## config.mk

```make
export PLATFORM = sky130hd
export DESIGN_NAME = fe_frame_enc
export DESIGN_NICKNAME = d
export VERILOG_FILES = /design/src/rtl/fe_pkg.sv /design/src/rtl/fe_gen.sv /design/src/rtl/fe_seq.sv /design/src/rtl/fe_frame_enc.sv
export SDC_FILE = /design/constraint.sdc
export NUM_CORES = 1
export LEC_CHECK = 0
export ABC_AREA = 1
export BUFFER_PORTS_ARGS = -buffer_cell sky130_fd_sc_hd__buf_2
export CAP_MARGIN = 20
export CORE_ASPECT_RATIO = 0.7
export CORE_MARGIN = 2
export CORE_UTILIZATION = 57
export DETAILED_ROUTE_END_ITERATION = 16
export PLACE_DENSITY = 0.73
export SETUP_SLACK_MARGIN = 0.1
export SLEW_MARGIN = 20
export SYNTH_ARGS = -nofsm -noshare
export SYNTH_HDL_FRONTEND = slang
export SYNTH_SLANG_ARGS = --single-unit
```

## constraint.sdc

```tcl
create_clock -name clk -period 2.1 [get_ports clk]
set_clock_uncertainty 0.2 [all_clocks]
set_input_delay 0.21 -clock clk [delete_from_list [all_inputs] [get_ports clk]]
set_output_delay 0.21 -clock clk [all_outputs]
set_load 0.005 [all_outputs]
```

## src/rtl/fe_pkg.sv

```systemverilog
package fe_pkg;

    // Frame phase of the encoder. The _A states emit the first bit of a
    // coded pair; the _B states emit the second bit that was held back.
    typedef enum logic [2:0] {
        ST_CODE_A = 3'd0,
        ST_CODE_B = 3'd1,
        ST_TAIL_A = 3'd2,
        ST_TAIL_B = 3'd3,
        ST_PLAIN  = 3'd4
    } fe_state_e;

endpackage

```

## src/rtl/fe_gen.sv

```systemverilog
// One XOR generator network: parity of the taps selected by TAPS over the
// window {history, current}. Bit 0 of the window is the current bit and
// bit k is the bit delayed by k steps.
module fe_gen #(
    parameter int           K    = 5,
    parameter logic [K-1:0] TAPS = '1
) (
    input  logic [K-1:0] win,
    output logic         par
);
    always_comb begin
        par = ^(win & TAPS);
    end
endmodule

```

## src/rtl/fe_seq.sv

```systemverilog
// Frame phase sequencer: protected steps, tail steps, then raw bits.
module fe_seq
    import fe_pkg::*;
#(
    parameter int INFO_BITS = 185,
    parameter int TAIL_BITS = 4,
    parameter int RAW_BITS  = 78
) (
    input  logic      clk,
    input  logic      rst_n,
    input  logic      in_valid,
    output fe_state_e st_o,
    output logic      in_ready,
    output logic      accept,
    output logic      frame_wrap
);
    localparam int MAXC = (INFO_BITS > RAW_BITS) ? INFO_BITS : RAW_BITS;
    localparam int CW   = $clog2(MAXC + 1);

    typedef struct packed {
        fe_state_e     st;
        logic [CW-1:0] cnt;
    } seq_t;

    seq_t seq_d, seq_q;

    always_comb begin
        seq_d      = seq_q;
        in_ready   = (seq_q.st == ST_CODE_A) || (seq_q.st == ST_PLAIN);
        accept     = in_valid && in_ready;
        frame_wrap = 1'b0;
        case (seq_q.st)
            ST_CODE_A: begin
                if (accept) seq_d.st = ST_CODE_B;
            end
            ST_CODE_B: begin
                if (seq_q.cnt == CW'(INFO_BITS - 1)) begin
                    seq_d.st  = ST_TAIL_A;
                    seq_d.cnt = '0;
                end else begin
                    seq_d.st  = ST_CODE_A;
                    seq_d.cnt = seq_q.cnt + 1'b1;
                end
            end
            ST_TAIL_A: begin
                seq_d.st = ST_TAIL_B;
            end
            ST_TAIL_B: begin
                if (seq_q.cnt == CW'(TAIL_BITS - 1)) begin
                    seq_d.st  = ST_PLAIN;
                    seq_d.cnt = '0;
                end else begin
                    seq_d.st  = ST_TAIL_A;
                    seq_d.cnt = seq_q.cnt + 1'b1;
                end
            end
            ST_PLAIN: begin
                if (accept) begin
                    if (seq_q.cnt == CW'(RAW_BITS - 1)) begin
                        seq_d.st   = ST_CODE_A;
                        seq_d.cnt  = '0;
                        frame_wrap = 1'b1;
                    end else begin
                        seq_d.cnt = seq_q.cnt + 1'b1;
                    end
                end
            end
            default: begin
                seq_d.st  = ST_CODE_A;
                seq_d.cnt = '0;
            end
        endcase
    end

    always_ff @(posedge clk) begin
        if (!rst_n) begin
            seq_q.st  <= ST_CODE_A;
            seq_q.cnt <= '0;
        end else begin
            seq_q <= seq_d;
        end
    end

    assign st_o = seq_q.st;

endmodule

```

## src/rtl/fe_frame_enc.sv

```systemverilog
// Framed rate-1/2 convolutional encoder with automatic zero tail and
// uncoded trailer.
module fe_frame_enc
    import fe_pkg::*;
#(
    parameter int                        INFO_BITS      = 185,
    parameter int                        RAW_BITS       = 78,
    parameter int                        CONSTRAINT_LEN = 5,
    parameter logic [CONSTRAINT_LEN-1:0] G_FIRST        = 5'b11011,
    parameter logic [CONSTRAINT_LEN-1:0] G_SECOND       = 5'b11001
) (
    input  logic clk,
    input  logic rst_n,
    input  logic in_valid,
    output logic in_ready,
    input  logic in_bit,
    output logic out_valid,
    output logic out_bit,
    output logic frame_done
);
    localparam int K         = CONSTRAINT_LEN;
    localparam int HW        = K - 1;
    localparam int TAIL_BITS = K - 1;
    localparam int NGEN      = 2;

    typedef struct packed {
        logic [HW-1:0] hist;   // hist[0] is the newest bit
        logic          pend;   // second bit of the current pair
        logic          obit;
        logic          oval;
        logic          done;
    } enc_t;

    enc_t enc_d, enc_q;

    fe_state_e     st_w;
    logic          accept_w;
    logic          wrap_w;
    logic          shift_bit;
    logic [K-1:0]  win;
    logic [NGEN-1:0] gbits;
    logic [HW-1:0] hist_w;

    fe_seq #(
        .INFO_BITS (INFO_BITS),
        .TAIL_BITS (TAIL_BITS),
        .RAW_BITS  (RAW_BITS)
    ) u_seq (
        .clk        (clk),
        .rst_n      (rst_n),
        .in_valid   (in_valid),
        .st_o       (st_w),
        .in_ready   (in_ready),
        .accept     (accept_w),
        .frame_wrap (wrap_w)
    );

    // Tail steps feed zeros into the history.
    assign shift_bit = (st_w == ST_TAIL_A) ? 1'b0 : in_bit;
    assign win       = {enc_q.hist, shift_bit};

    generate
        for (genvar gi = 0; gi < NGEN; gi++) begin : g_net
            fe_gen #(
                .K    (K),
                .TAPS ((gi == 0) ? G_FIRST : G_SECOND)
            ) u_gen (
                .win (win),
                .par (gbits[gi])
            );
        end
    endgenerate

    always_comb begin
        enc_d      = enc_q;
        enc_d.oval = 1'b0;
        enc_d.done = 1'b0;
        case (st_w)
            ST_CODE_A, ST_TAIL_A: begin
                if ((st_w == ST_TAIL_A) || accept_w) begin
                    enc_d.obit = gbits[0];
                    enc_d.pend = gbits[1];
                    enc_d.oval = 1'b1;
                    enc_d.hist = {enc_q.hist[HW-2:0], shift_bit};
                end
            end
            ST_CODE_B, ST_TAIL_B: begin
                enc_d.obit = enc_q.pend;
                enc_d.oval = 1'b1;
            end
            ST_PLAIN: begin
                if (accept_w) begin
                    enc_d.obit = in_bit;
                    enc_d.oval = 1'b1;
                    enc_d.done = wrap_w;
                    if (wrap_w) enc_d.hist = '0;
                end
            end
            default: begin
                enc_d.hist = '0;
            end
        endcase
    end

    always_ff @(posedge clk) begin
        if (!rst_n) begin
            enc_q <= '0;
        end else begin
            enc_q <= enc_d;
        end
    end

    assign hist_w     = enc_q.hist;
    assign out_valid  = enc_q.oval;
    assign out_bit    = enc_q.obit;
    assign frame_done = enc_q.done;

endmodule

```

==> results.py <==
metrics = {
    "sta": {
        "maxSlewHeadroom_pct": 65.2,
        "timing_worst_slew_pin_value_ns": 0.517,
        "setup_viol": 0,
        "fmax_mhz": 569,
        "rsz0062_at_grt": "no",
        "min_period_over_period_pct": 83.6,
        "setup_tns_ns": 0,
        "hold_viol": 0,
        "finalCriticalPeriod_ns": 1.76,
        "hold_slack_ns": 0.0633,
        "slew_violations": 0,
    },
    "yosys": {
        "synthXorXnorAreaFrac_pct": 4.11,
        "yosys.area_share.simple_pct": 37.8,
        "synth_compound_area_share_pct": 9.64,
        "yosys_warnings": 0,
        "synthAdderAreaFrac_pct": 3.53,
        "syn_nets": 169,
        "syn-instance-count": 162,
        "muxShareOfSynthArea_pct": 0,
        "syn_area_per_cell_sq_um": 6.57,
        "synth_cell_type_count": 20,
        "synth_top_family_by_area": "simple AND/OR/NAND/NOR gates",
        "mappedNetlistArea_sq_mm": 0.00106,
        "ys_ff_latch": 19,
        "yosysSeqAreaShare_pct": 35.7,
    },
    "placed_design": {
        "hpwlAfterDp_um": 1720,
        "placed_cell_area_sq_mm": 0.00112,
        "portBuffers": 7,
        "gp_congestion": 0.832,
    },
    "die": {
        "die_w_um": 55.7,
        "core_area_sq_mm": 0.00181,
        "dieHeight_um": 40.2,
        "boundaryPins": 8,
        "start_util_pct": 59.0,
        "die-area_sq_mm": 0.00224,
        "rows": 13,
    },
    "hold_path": {
        "hold_path.class": "primary input to flop",
        "hold_start": "in_bit",
    },
    "route": {
        "viasPerCell": 4.99,
        "final_antenna_net_count": 0,
        "avgRoutedWirePerCell_um": 11.3,
        "drt_wl_total_um": 2220,
        "first_pass_iters": 4,
        "drt_iter0_markers": 54,
        "drc": 0,
        "dr_total_vias": 979,
    },
    "final_layout": {
        "nNetsFinal": 182,
        "final_common_cell": "nand2_1",
        "final_cell_mix": "nand2_1, inv_1, nor2_1",
        "n_antenna_cell": 0,
        "area_growth_syn_to_layout_pct": 9.87,
        "drive_above_1_share_pct": 10.9,
        "fin_area_sq_mm": 0.00117,
    },
    "power_and_ir_drop": {
        "powerDensity_mw_per_mm2": 543,
        "pwr-share-clk_pct": 29.6,
        "p_sw_mw": 0.166,
        "intPower_mw": 0.470,
        "ir_worst_vdd_uv": 461,
        "switching_share_pct": 26.1,
        "p_leak_nw": 0.546,
        "pwr-share-seq_pct": 59.0,
        "comb_power_share_pct": 11.4,
    },
    "clock_tree": {
        "hold_buffers": 2,
        "htree_levels": 1,
        "cts_root_buffer": "clkbuf_4",
        "path_clk_slew_ns": 0.11,
        "cts_made_buffers": 3,
        "cts_tree": "built",
        "clockBufferDepth": 2,
        "ctsResizeCount": 0,
        "clk_latency_ns": 0.31,
        "clock-sinks": 19,
        "cts_setup_buffers": 0,
    },
    "global_route": {
        "gr-total-overflow": 0,
        "use_met2_pct": 35.1,
        "grt.busiest_layer": "met2",
        "grt_pass1_vias": 866,
        "antenna_found_initial": 0,
        "met1_usage_pct": 31.4,
        "grt_usage_pct": 22.7,
        "grtUsageMet3_pct": 5.81,
        "grt_pass1_wl_um": 3730,
        "grt_max_degree": 12,
    },
    "job": {
        "maxCapViolCount": 0,
    },
    "status": {
        "status": "complete, no violations",
    },
    "worst_setup_path": {
        "worstPathRequired_ns": 2.11,
        "endpoint": "enc_q[3]",
        "worstSetupStartpoint": "in_valid",
        "r2r_start": "u_seq.seq_q[0]",
        "critPathLaunchType": "primary input",
        "r2r_slack_ns": 0.37,
        "r2r_cells": 9,
        "regToRegEndpoint": "u_seq.seq_q[6]",
        "end_kind": "flop",
        "path_max_fanout": 5,
        "worstSetupPathType": "primary input to flop",
        "cp.arrival_ns": 1.77,
    },
}
[state kept, by name (all words and copies together), names as in the netlist]
| register | count |
|---|---|
| hist_w | 4 |
| enc_q | 1 |
| frame_done | 1 |
| u_seq.seq_q | 8 |
| u_seq.st_o | 3 |
| out_valid | 1 |
| out_bit | 1 |
[power groups by stage]
stage,Clock [mW],Sequential [mW],Combinational (mW)
after floorplan,0,0.383,0.0482
after global placement,0,0.383,0.0676
after detailed placement,0,0.384,0.0684
after CTS,0.194,0.376,0.0714
after global routing,0.202,0.377,0.0829
final,0.188,0.375,0.0722
[Yosys cell counts]
| library cell | instances | area (sq um) |
|---|---|---|
| nand2_1 | 45 | 169 |
| o21ai_4 | 2 | 32.5 |
| xor2_1 | 3 | 26.3 |
| o21ai_0 | 6 | 30.0 |
| nand2_2 | 2 | 12.5 |
| ha_1 | 3 | 37.5 |
| inv_1 | 25 | 93.8 |
| nand2b_1 | 1 | 6.26 |
| nor2_1 | 25 | 93.8 |
| nand3_2 | 1 | 10.0 |
| clkbuf_1 | 1 | 3.75 |
| nor2_4 | 1 | 11.3 |
| nand2_4 | 1 | 11.3 |
| and3_1 | 1 | 6.26 |
| nor2_2 | 2 | 12.5 |
| nor3_1 | 3 | 15.0 |
| a21oi_1 | 8 | 40.0 |
| xnor2_1 | 2 | 17.5 |
| dfxtp_1 | 19 | 380 |
| nand3_1 | 11 | 55.1 |
[through the flow]
step | setup slack [ns] | utilization, % | instances | total power, mW
6_report | 0.344 | 64.8 | 196 | 0.636
5_1_grt | 0.143 | 64.8 | 196 | 0.662
4_1_cts | 0.356 | 64.8 | 196 | 0.641
3_5_place_dp | 0.449 | 62.2 | 190 | 0.452
3_3_place_gp | 0.473 | 62.2 | 190 | 0.451
2_1_floorplan | 0.626 | - | 162 | 0.431
[worst min-delay path by stage]
stage	end	slack, ns	cells past startpoint
6_report	out_bit	0.06	5
5_1_grt	out_bit	0.08	5
4_1_cts	out_bit	0.05	5
3_5_place_dp	hist_w[1]	0.26	2
3_3_place_gp	hist_w[1]	0.26	2
2_1_floorplan	u_seq.st_o[1]	0.11	2
[area by class of cell]
cell class | instances | area (sq um)
inverters | 25 | 93.8
flip-flops and latches | 19 | 380
multi-input cells | 117 | 587
clock buffers | 4 | 26.3
fillers | 161 | 636
repair buffers | 9 | 55.1
well taps | 22 | 27.5
[worst max-delay path, cell delays in order]
cell and delay, ns:
dlygate4sd3_1 0.53, buf_2 0.14, o21ai_0 0.42, inv_1 0.19, nor2_1 0.12, nor2_1 0.04, o21ai_0 0.07, inv_1 0.05
[cells by family after synthesis]
| family | count (synthesis) |
|---|---|
| flip-flops | 19 |
| buffers and inverters | 26 |
| AO/OA/AOI/OAI | 16 |
| adder cells (fa/ha/maj) | 3 |
| XOR/XNOR | 5 |
| AND/OR/NAND/NOR | 93 |
[layer usage]
layer	part of all wire, %	routed length, um
met1	53	1180
met2	39	864
met3	6.7	150
met4	1.2	27
met5	0	0
Note: power is estimated with default switching activity, not from simulation.
